<file path="src/rtl/ptg_pkg.sv">
package ptg_pkg;

  localparam int PTG_W   = 8;
  localparam int PTG_LEN = 1 << PTG_W;

  typedef logic [PTG_W-1:0] ptg_state_t;

  typedef enum logic {
    PTG_BINARY   = 1'b0,
    PTG_SEQUENCE = 1'b1
  } ptg_mode_e;

  // Feedback polynomial x^8+x^6+x^5+x^4+1, extended with the all-zero state.
  function automatic ptg_state_t seq_next(ptg_state_t s);
    logic fb;
    fb = s[7] ^ s[5] ^ s[4] ^ s[3];
    fb = fb ^ (s[6:0] == 7'd0);
    return {s[6:0], fb};
  endfunction

  function automatic ptg_state_t reset_state(ptg_mode_e mode, ptg_state_t seed);
    return (mode == PTG_BINARY) ? '0 : seed;
  endfunction

  // State the counter holds at a given frame position.
  function automatic ptg_state_t state_at(ptg_mode_e mode, ptg_state_t seed,
                                          ptg_state_t pos);
    ptg_state_t s;
    s = reset_state(mode, seed);
    for (int i = 0; i < PTG_LEN; i++) begin
      if (i < int'(pos)) begin
        s = (mode == PTG_BINARY) ? s + ptg_state_t'(1) : seq_next(s);
      end
    end
    return s;
  endfunction

endpackage

</file>
<file path="src/rtl/ptg_counter.sv">
module ptg_counter
  import ptg_pkg::*;
#(
  parameter ptg_mode_e  MODE = PTG_BINARY,
  parameter ptg_state_t SEED = 8'h01
) (
  input  logic       clk,
  input  logic       rst_n,
  input  logic       en,
  output ptg_state_t state_q
);

  localparam ptg_state_t RST_ST = reset_state(MODE, SEED);

  ptg_state_t step_val;
  ptg_state_t state_d;

  generate
    if (MODE == PTG_BINARY) begin : g_binary
      always_comb step_val = state_q + ptg_state_t'(1);
    end else begin : g_sequence
      always_comb step_val = seq_next(state_q);
    end
  endgenerate

  always_comb begin
    state_d = state_q;
    if (en) begin
      state_d = step_val;
    end
  end

  always_ff @(posedge clk or negedge rst_n) begin
    if (!rst_n) begin
      state_q <= RST_ST;
    end else if (en) begin
      state_q <= state_d;
    end
  end

endmodule

</file>
<file path="src/rtl/ptg_channel.sv">
module ptg_channel
  import ptg_pkg::*;
#(
  parameter ptg_state_t START_ST = 8'h01,
  parameter ptg_state_t STOP_ST  = 8'h04,
  parameter bit         STRETCH  = 1'b0
) (
  input  logic       clk,
  input  logic       rst_n,
  input  logic       en,
  input  ptg_state_t state,
  output logic       level_q,
  output logic       pulse
);

  logic hit_set;
  logic hit_clr;
  logic level_d;

  always_comb begin
    hit_set = (state == START_ST);
    hit_clr = (state == STOP_ST);
    level_d = level_q;
    if (hit_clr) begin
      level_d = 1'b0;
    end else if (hit_set) begin
      level_d = 1'b1;
    end
  end

  always_ff @(posedge clk or negedge rst_n) begin
    if (!rst_n) begin
      level_q <= 1'b0;
    end else if (en) begin
      level_q <= level_d;
    end
  end

  generate
    if (STRETCH) begin : g_stretch
      logic tail_q;
      always_ff @(negedge clk or negedge rst_n) begin
        if (!rst_n) begin
          tail_q <= 1'b0;
        end else begin
          tail_q <= level_q;
        end
      end
      always_comb pulse = level_q | tail_q;
    end else begin : g_plain
      always_comb pulse = level_q;
    end
  endgenerate

endmodule

</file>
<file path="src/rtl/ptg_frame.sv">
module ptg_frame
  import ptg_pkg::*;
#(
  parameter ptg_state_t LAST_ST = 8'hFF
) (
  input  logic       clk,
  input  logic       rst_n,
  input  logic       en,
  input  ptg_state_t state,
  output logic       frame_q
);

  logic frame_d;

  always_comb begin
    frame_d = frame_q;
    if (en) begin
      frame_d = (state == LAST_ST);
    end
  end

  always_ff @(posedge clk or negedge rst_n) begin
    if (!rst_n) begin
      frame_q <= 1'b0;
    end else if (en) begin
      frame_q <= frame_d;
    end
  end

endmodule

</file>
<file path="src/rtl/pulse_timing_gen.sv">
module pulse_timing_gen
  import ptg_pkg::*;
#(
  parameter int                         NUM_CH    = 1,
  parameter ptg_mode_e                  MODE      = PTG_BINARY,
  parameter ptg_state_t                 SEED      = 8'h01,
  parameter logic [NUM_CH*PTG_W-1:0]    START_POS = 8'd1,
  parameter logic [NUM_CH*PTG_W-1:0]    STOP_POS  = 8'd4,
  parameter logic [NUM_CH-1:0]          STRETCH   = '0
) (
  input  logic              clk,
  input  logic              rst_n,
  input  logic              en,
  output logic [NUM_CH-1:0] pulse_o,
  output logic              frame_o
);

  localparam ptg_state_t LAST_POS = ptg_state_t'(PTG_LEN - 1);
  localparam ptg_state_t LAST_ST  = state_at(MODE, SEED, LAST_POS);

  ptg_state_t        state_q;
  logic [NUM_CH-1:0] lvl_q;

  ptg_counter #(
    .MODE (MODE),
    .SEED (SEED)
  ) u_counter (
    .clk     (clk),
    .rst_n   (rst_n),
    .en      (en),
    .state_q (state_q)
  );

  generate
    for (genvar i = 0; i < NUM_CH; i++) begin : g_ch
      localparam ptg_state_t ST_ON  = state_at(MODE, SEED, START_POS[i*PTG_W +: PTG_W]);
      localparam ptg_state_t ST_OFF = state_at(MODE, SEED, STOP_POS[i*PTG_W +: PTG_W]);
      ptg_channel #(
        .START_ST (ST_ON),
        .STOP_ST  (ST_OFF),
        .STRETCH  (STRETCH[i])
      ) u_channel (
        .clk     (clk),
        .rst_n   (rst_n),
        .en      (en),
        .state   (state_q),
        .level_q (lvl_q[i]),
        .pulse   (pulse_o[i])
      );
    end
  endgenerate

  ptg_frame #(
    .LAST_ST (LAST_ST)
  ) u_frame (
    .clk     (clk),
    .rst_n   (rst_n),
    .en      (en),
    .state   (state_q),
    .frame_q (frame_o)
  );

endmodule

</file>
<file path="config.mk">
export PLATFORM = sky130hd
export DESIGN_NAME = pulse_timing_gen
export DESIGN_NICKNAME = d
export VERILOG_FILES = /design/src/rtl/ptg_pkg.sv /design/src/rtl/ptg_counter.sv /design/src/rtl/ptg_channel.sv /design/src/rtl/ptg_frame.sv /design/src/rtl/pulse_timing_gen.sv
export SDC_FILE = /design/constraint.sdc
export NUM_CORES = 1
export LEC_CHECK = 0
export ABC_AREA = 1
export BUFFER_PORTS_ARGS = -buffer_cell sky130_fd_sc_hd__clkbuf_2
export CELL_PAD_IN_SITES_DETAIL_PLACEMENT = 2
export CELL_PAD_IN_SITES_GLOBAL_PLACEMENT = 2
export CORE_UTILIZATION = 29
export DETAILED_ROUTE_END_ITERATION = 8
export PLACE_DENSITY = 0.71
export SYNTH_ARGS = -nofsm -noshare
export SYNTH_HDL_FRONTEND = slang
export SYNTH_SLANG_ARGS = --single-unit
</file>
<file path="constraint.sdc">
create_clock -name clk -period 1.3 [get_ports clk]
set_clock_uncertainty 0.2 [all_clocks]
set_input_delay 0.39 -clock clk [delete_from_list [all_inputs] [get_ports clk]]
set_output_delay 0.39 -clock clk [all_outputs]
set_load 0.01 [all_outputs]
</file>
==> flow_metrics.env, run 1 <==
export IMPL_status="finished with violations"
export IMPL_violations="negative setup slack"
export IMPL_yosysWarnings=0
export IMPL_seq_area_frac_synth=0.433
export IMPL_antennaDiodeCount=0
export IMPL_final_nets=92
export IMPL_layout_cells_most_common_list="nand2_1 (16), inv_1 (14), dfrtp_1 (10)"
export IMPL_worst_ep_arrival_time_ns=0.77
export IMPL_path_clk_slew_ns=0.07
export IMPL_fin_crit_ns=1.36
export IMPL_drc=0
export IMPL_cp_start_kind="flip-flop"
export IMPL_rsz0062_at_grt="true"
export IMPL_power_frac_clock=0.155
export IMPL_critical_path_top_delay_family="flip-flops"
export IMPL_drive_gt1_frac=0.298
export IMPL_dpl_cell_area_sq_um=648
export IMPL_drtIter0Drc=2
export IMPL_drt_wl_total_mm=1.38
export IMPL_cts_inserted_buffers=3
export IMPL_fin_ws_ns=-0.0627
export IMPL_p_sw_uw=613
export IMPL_overflow=0
export IMPL_syn_nets=77
export IMPL_cts_tree="done"
export IMPL_slew_viol_final=0
export IMPL_core_rowCount=15
export IMPL_firstDrtPassIters=3
export IMPL_dr_total_vias=481
export IMPL_crit_type="reg2out"
export IMPL_hp_class="reg2reg"
export IMPL_area_growth_pct=25.5
export IMPL_die_w_um=46.6
export IMPL_synth_largest_area_cell="dfrtp_1"
export IMPL_ys_types=16
export IMPL_place_hpwl_mm=1.00
export IMPL_power_leakage_nw=0.401
export IMPL_critPathRequiredTime_ns=0.71
export IMPL_io_buffers=4
export IMPL_fmax_mhz=734
export IMPL_core_sq_mm=0.00180
export IMPL_n_fill_cell=218
export IMPL_grt_pass1_wl_mm=2.37
export IMPL_htree_num_levels=1
export IMPL_die_h_um=46.6
export IMPL_p_per_area_mw_per_mm2=1940
export IMPL_worst_pin_slew_ns=0.289
export IMPL_gp_congestion=0.738
export IMPL_cts_sinks=10
export IMPL_critPathMaxFanout=2
export IMPL_finalSetupViolations=2
export IMPL_crit_path_max_incr_delay_ns=0.38
export IMPL_root_buffer="clkbuf_4"
export IMPL_grt_max_degree=11
export IMPL_num_io_pins=5
export IMPL_path_cells="clkbuf_2"
export IMPL_fin_tns_setup_ns=-0.121
export IMPL_worstSetupEndpointType="output port"
export IMPL_drv_cap=0
export IMPL_routedWlPerCell_um=12.7
export IMPL_antenna_found_initial=0
export IMPL_synth_cell_area_sq_um=578
export IMPL_synthTopCellsByArea="dfrtp_1 (43%), nand2_1 (12%), inv_1 (9.1%)"
export IMPL_ant_nets=0
export IMPL_grt_total_usage=0.171
export IMPL_final_common_cell="nand2_1"
export IMPL_synth_top_area_share=0.433
export IMPL_grt_pass1_vias=500
export IMPL_syn_inst=71
export IMPL_max_clock_path_buffers=2
export IMPL_final_cell_area_sq_um=726
export IMPL_p_comb_frac=0.436
export IMPL_ir_worst_vdd_v=0.000898
export IMPL_timing_final_crit_share=1.05
export IMPL_via_per_inst=4.41
export IMPL_syn_area_per_cell_sq_um=8.14
export IMPL_p_int_uw=795
export IMPL_max_slew_margin_rel=0.808
export IMPL_sequentialPowerShare=0.409
export IMPL_start_util=0.321
export IMPL_crit_buf_inv=1
export IMPL_die_area_sq_mm=0.00218
export IMPL_slowest_stage="dfrtp_1"
export IMPL_ys_ff_latch=10
export IMPL_clkLatencyLatePin_ns=0.27
export IMPL_power_share_switching=0.435
export IMPL_hold_violations=0
==> sequential cells by signal (all words and copies together), names as in the netlist <==
signal / cells
u_frame.frame_q: 1
u_counter.state_q: 8
g_ch.u_channel.level_q: 1
==> power by group through the flow <==
stage	clock network [mW]	registers [mW]	logic, mW
finish	0.218	0.576	0.614
global route	0.251	0.599	0.699
CTS	0.237	0.562	0.574
detailed placement	0	0.567	0.506
global placement	0	0.563	0.486
floorplan	0	0.539	0.358
==> synthesized netlist by cell type (all sizes together) <==
master and n:
o21ai 2, ha 3, nor2 9, a21oi 3
nand2 21, nand3 2, nand4 2, inv 14
buf 1, dfrtp 10, xor2 4
==> cell families (layout without fill, tap and decap cells) <==
family	after synthesis	count (layout)	synth area share
XOR/XNOR	4	4	0.0606
AO/OA/AOI/OAI	5	5	0.0433
adder cells (fa/ha/maj)	3	3	0.0649
AND/OR/NAND/NOR	34	34	0.288
flip-flops	10	10	0.433
buffers and inverters	15	28	0.110
==> layout make-up <==
class | count | area (sq um) | area share
clock buffers | 3 | 22.5 | 0.0310
inverters | 14 | 52.6 | 0.0724
multi-input cells | 46 | 294 | 0.405
flip-flops and latches | 10 | 250 | 0.345
well taps | 25 | 31.3 | 0.0431
repair buffers | 11 | 75.1 | 0.103
==> routing by layer <==
metal / global-route usage / part of all wire / up-vias
li1: - / - / 240
met1: 0.216 / 0.48 / 230
met2: 0.256 / 0.46 / 7
met3: 0.0471 / 0.032 / 4
met4: 0.103 / 0.024 / 0
met5: 0 / 0 / -
==> what timing repair did <==
action | 4_1_cts | 5_1_grt
buffers inserted | 2 | 0
resized for setup | 2 | 8
pin swaps | 3 | 4
hold buffers | 1 | 0
endpoints found under the hold margin | 10 | 0
setup endpoints to repair | 4 | 10
==> through the flow <==
step | util | hold slack, ns | worst slack [ns] | power (mW) | cells
floorplan | - | -0.106 | 0.0494 | 0.896 | 71
global route | 0.403 | 0.314 | -0.102 | 1.55 | 109
detailed placement | 0.360 | 0.0907 | -0.0562 | 1.07 | 103
CTS | 0.389 | 0.300 | -0.0863 | 1.37 | 109
global placement | 0.360 | 0.0838 | -0.0326 | 1.05 | 103
finish | 0.403 | 0.284 | -0.0627 | 1.41 | 109
==> final timing paths <==
| kind | start | end | slack (ns) | cells after the start |
|---|---|---|---|---|
| max in group asynchronous | rst_n | u_counter.state_q[7] | 0.32 | 2 |
| hold reg to reg | u_frame.frame_q | u_frame.frame_q | 0.28 | 2 |
| setup / recovery | g_ch[0].u_channel.level_q | pulse_o | -0.06 | 1 |
| setup reg to reg | u_counter.state_q[0] | g_ch[0].u_channel.level_q | 0 | 6 |
| hold / removal | u_frame.frame_q | u_frame.frame_q | 0.28 | 2 |
| min in group asynchronous | rst_n | u_counter.state_q[2] | 0.35 | 2 |
Power figures use the tool's default switching activity.
==> run 2, diff against run 1 <==
--- a/config.mk
+++ b/config.mk
@@ -5,13 +5,13 @@
 export SDC_FILE = /design/constraint.sdc
 export NUM_CORES = 1
 export LEC_CHECK = 0
-export ABC_AREA = 1
 export BUFFER_PORTS_ARGS = -buffer_cell sky130_fd_sc_hd__clkbuf_2
+export CAP_MARGIN = 40
 export CELL_PAD_IN_SITES_DETAIL_PLACEMENT = 2
 export CELL_PAD_IN_SITES_GLOBAL_PLACEMENT = 2
-export CORE_UTILIZATION = 29
+export CORE_UTILIZATION = 31
 export DETAILED_ROUTE_END_ITERATION = 8
-export PLACE_DENSITY = 0.71
+export PLACE_DENSITY = 0.7
 export SYNTH_ARGS = -nofsm -noshare
 export SYNTH_HDL_FRONTEND = slang
 export SYNTH_SLANG_ARGS = --single-unit
==> run 2 against run 1 <==
The run still ends with negative setup slack left. Worst setup slack worse by 0.24 ns. Synthesized cell count down 41%. Cell area down 6.7%. Via count down 21%. Maximum frequency down 15%. Wire length down 16%. Total power down 2.0%. First-iteration DRC count rose to 4.0 times the previous value. Highest routed layer unchanged.
==> flow_metrics.env, run 2 <==
export IMPL_dr_total_vias=381
export IMPL_hold_start="en"
export IMPL_final_util=0.495
export IMPL_die_h_um=41.2
export IMPL_ys_ff_latch=10
export IMPL_fin_ws_ns=-0.299
export IMPL_hold_end="u_counter.state_q[0]"
export IMPL_synth_area_mux_share=0
export IMPL_grt_total_usage=0.172
export IMPL_finalSetupViolations=5
export IMPL_synth_top_family_by_area="simple AND/OR/NAND/NOR gates"
export IMPL_power_mw=1.38
export IMPL_syn_inst=42
export IMPL_root_buffer="clkbuf_4"
export IMPL_power_leakage_nw=0.329
export IMPL_cts_inserted_buffers=3
export IMPL_cts_tree="done"
export IMPL_synth_largest_area_cell="dfrtp_1"
export IMPL_cts_sinks=10
export IMPL_yosysMostFrequentCell="dfrtp_1"
export IMPL_core_sq_mm=0.00137
export IMPL_area_growth_pct=42.0
export IMPL_io_buffers=4
export IMPL_fmax_mhz=625
export IMPL_firstDrtPassIters=4
export IMPL_largest_register_ffs=8
export IMPL_die_w_um=41.2
export IMPL_yosysWarnings=0
export IMPL_max_slew_margin_rel=0.837
export IMPL_syn_area_per_cell_sq_um=11.4
export IMPL_syn_nets=48
export IMPL_r2r_slack_ns=-0.30
export IMPL_antennaDiodeCount=0
export IMPL_crit_path_max_incr_delay_ns=0.55
export IMPL_critPathRequiredTime_ns=1.30
export IMPL_gp_congestion=0.669
export IMPL_rsz0062_at_grt="true"
export IMPL_core_rowCount=13
export IMPL_drive_gt1_frac=0.435
export IMPL_slowest_stage="or4_4"
export IMPL_layout_area_seq_sq_um=250
export IMPL_timing_final_crit_share=1.23
export IMPL_dp_worst_setup_slack_ns=-0.310
export IMPL_synthSimpleGateAreaFrac=0.178
export IMPL_synth_xor_area_frac=0.129
export IMPL_seq_area_frac_synth=0.525
export IMPL_ys_types=16
export IMPL_drt_wl_total_mm=1.15
export IMPL_worst_pin_slew_ns=0.244
export IMPL_hold_violations=0
export IMPL_synth_compound_area_frac=0.0577
export IMPL_regToRegEndpoint="g_ch[0].u_channel.level_q"
export IMPL_fin_tns_setup_ns=-0.503
export IMPL_reg2reg_depth=3
export IMPL_drc=0
export IMPL_r2r_start="u_counter.state_q[7]"
export IMPL_ant_nets=0
export IMPL_synth_edff_count=0
export IMPL_clkLatencyLatePin_ns=0.27
export IMPL_ys_top_cells_by_count="dfrtp_1 (10), nand2_1 (5), xnor2_1 (4)"
export IMPL_slew_viol_final=0
export IMPL_start_util=0.349
export IMPL_num_io_pins=5
export IMPL_largest_register="u_counter.state_q"
export IMPL_critPathMaxFanout=2
export IMPL_synthTopCellsByArea="dfrtp_1 (52%), ha_1 (7.9%), xnor2_1 (7.3%)"
export IMPL_via_per_inst=4.95
export IMPL_grt_max_degree=11
export IMPL_place_inst=68
export IMPL_grt_pass1_wl_mm=1.73
export IMPL_place_hpwl_um=898
export IMPL_async_flop_share=1.00
export IMPL_overflow=0
export IMPL_worstSetupEndpointType="flip-flop"
export IMPL_hold_depth=3
export IMPL_drtIter0Drc=8
export IMPL_layout_cells_most_common_list="buf_4 (12), dfrtp_1 (10), nand2_1 (4), xnor2_1 (4)"
export IMPL_max_clock_path_buffers=2
export IMPL_path_clk_slew_ns=0.06
export IMPL_path_cells="or4_4 > nor4b_4 > a2bb2oi_2"
export IMPL_routedWlPerCell_um=15.0
export IMPL_stdcell_count=77
export IMPL_final_nets=70
export IMPL_synth_cell_area_sq_um=477
export IMPL_hp_class="in2reg"
export IMPL_p_per_area_mw_per_mm2=2040
export IMPL_worst_ep_arrival_time_ns=1.60
export IMPL_die_area_sq_mm=0.00170
export IMPL_synth_main_ff_cell="dfrtp_1"
export IMPL_n_fill_cell=149
export IMPL_multi_input_area_sq_um=236
export IMPL_reg_top3="u_counter.state_q (8), g_ch.u_channel.level_q (1), u_frame.frame_q (1)"
export IMPL_cp_start_kind="flip-flop"
export IMPL_status="finished with violations"
export IMPL_violations="negative setup slack"
export IMPL_synthAdderAreaFrac=0.0787
export IMPL_grt_pass1_vias=387
export IMPL_crit_type="reg2reg"
export IMPL_drv_cap=0
export IMPL_synth_top_area_share=0.525
export IMPL_ir_worst_vdd_v=0.000883
export IMPL_htree_num_levels=1
export IMPL_antenna_found_initial=0
export IMPL_final_common_cell="buf_4"
export IMPL_fin_crit_ns=1.60
## run 2: layout make-up
| class | instances | share of cell area |
|---|---|---|
| inverters | 3 | 0.0166 |
| multi-input cells | 28 | 0.349 |
| flip-flops and latches | 10 | 0.370 |
| repair buffers | 18 | 0.203 |
| well taps | 15 | 0.0277 |
| clock buffers | 3 | 0.0333 |
## run 2: routing by layer
| metal | track usage | share of wire | vias up |
|---|---|---|---|
| li1 | - | - | 184 |
| met1 | 0.185 | 0.43 | 184 |
| met2 | 0.297 | 0.51 | 11 |
| met3 | 0.0978 | 0.052 | 2 |
| met4 | 0.0242 | 0.014 | 0 |
| met5 | 0 | 0 | - |
## run 2: cells by family (layout without fill, tap and decap cells)
group / after synthesis / in the layout
simple gates: 14 / 14
flops: 10 / 10
xor+xnor: 7 / 7
compound gates: 4 / 4
buf+inv: 4 / 24
fa+ha+maj: 3 / 3
## run 2: worst max-delay path by stage
| stage | from | to | slack, ns | cells after the start |
|---|---|---|---|---|
| after floorplan | u_counter.state_q[4] | g_ch[0].u_channel.level_q | -0.26 | 3 |
| after global placement | u_counter.state_q[7] | g_ch[0].u_channel.level_q | -0.24 | 3 |
| after detailed placement | u_counter.state_q[7] | g_ch[0].u_channel.level_q | -0.31 | 3 |
| after CTS | u_counter.state_q[7] | g_ch[0].u_channel.level_q | -0.33 | 3 |
| after global routing | u_counter.state_q[7] | g_ch[0].u_channel.level_q | -0.35 | 3 |
| final | u_counter.state_q[7] | g_ch[0].u_channel.level_q | -0.30 | 3 |
## run 2: what timing repair did
item	in CTS	in global routing
pin swaps	7	1
resized for setup	3	6
buffers inserted	3	2
setup endpoints to repair	6	8
hold buffers	1	0
hold endpoints to repair	10	0
## run 2: critical path: cells and delay by family (launching register included)
kind,cells,cell delay [ns]
AND/OR/NAND/NOR,2,0.79
AO/OA/AOI/OAI,1,0.15
flip-flops,1,0.39
## run 2: where the power goes
group | switching, mW | internal [mW]
clock | 0.101 | 0.107
combinational | 0.278 | 0.375
sequential | 0.0969 | 0.423
## run 2: per-stage QoR
step | instance area [sq um] | hold WS, ns
2_1_floorplan | 478 | -0.106
3_3_place_gp | 572 | 0.0610
3_5_place_dp | 572 | 0.0696
4_1_cts | 638 | 0.296
5_1_grt | 677 | 0.317
6_report | 677 | 0.309
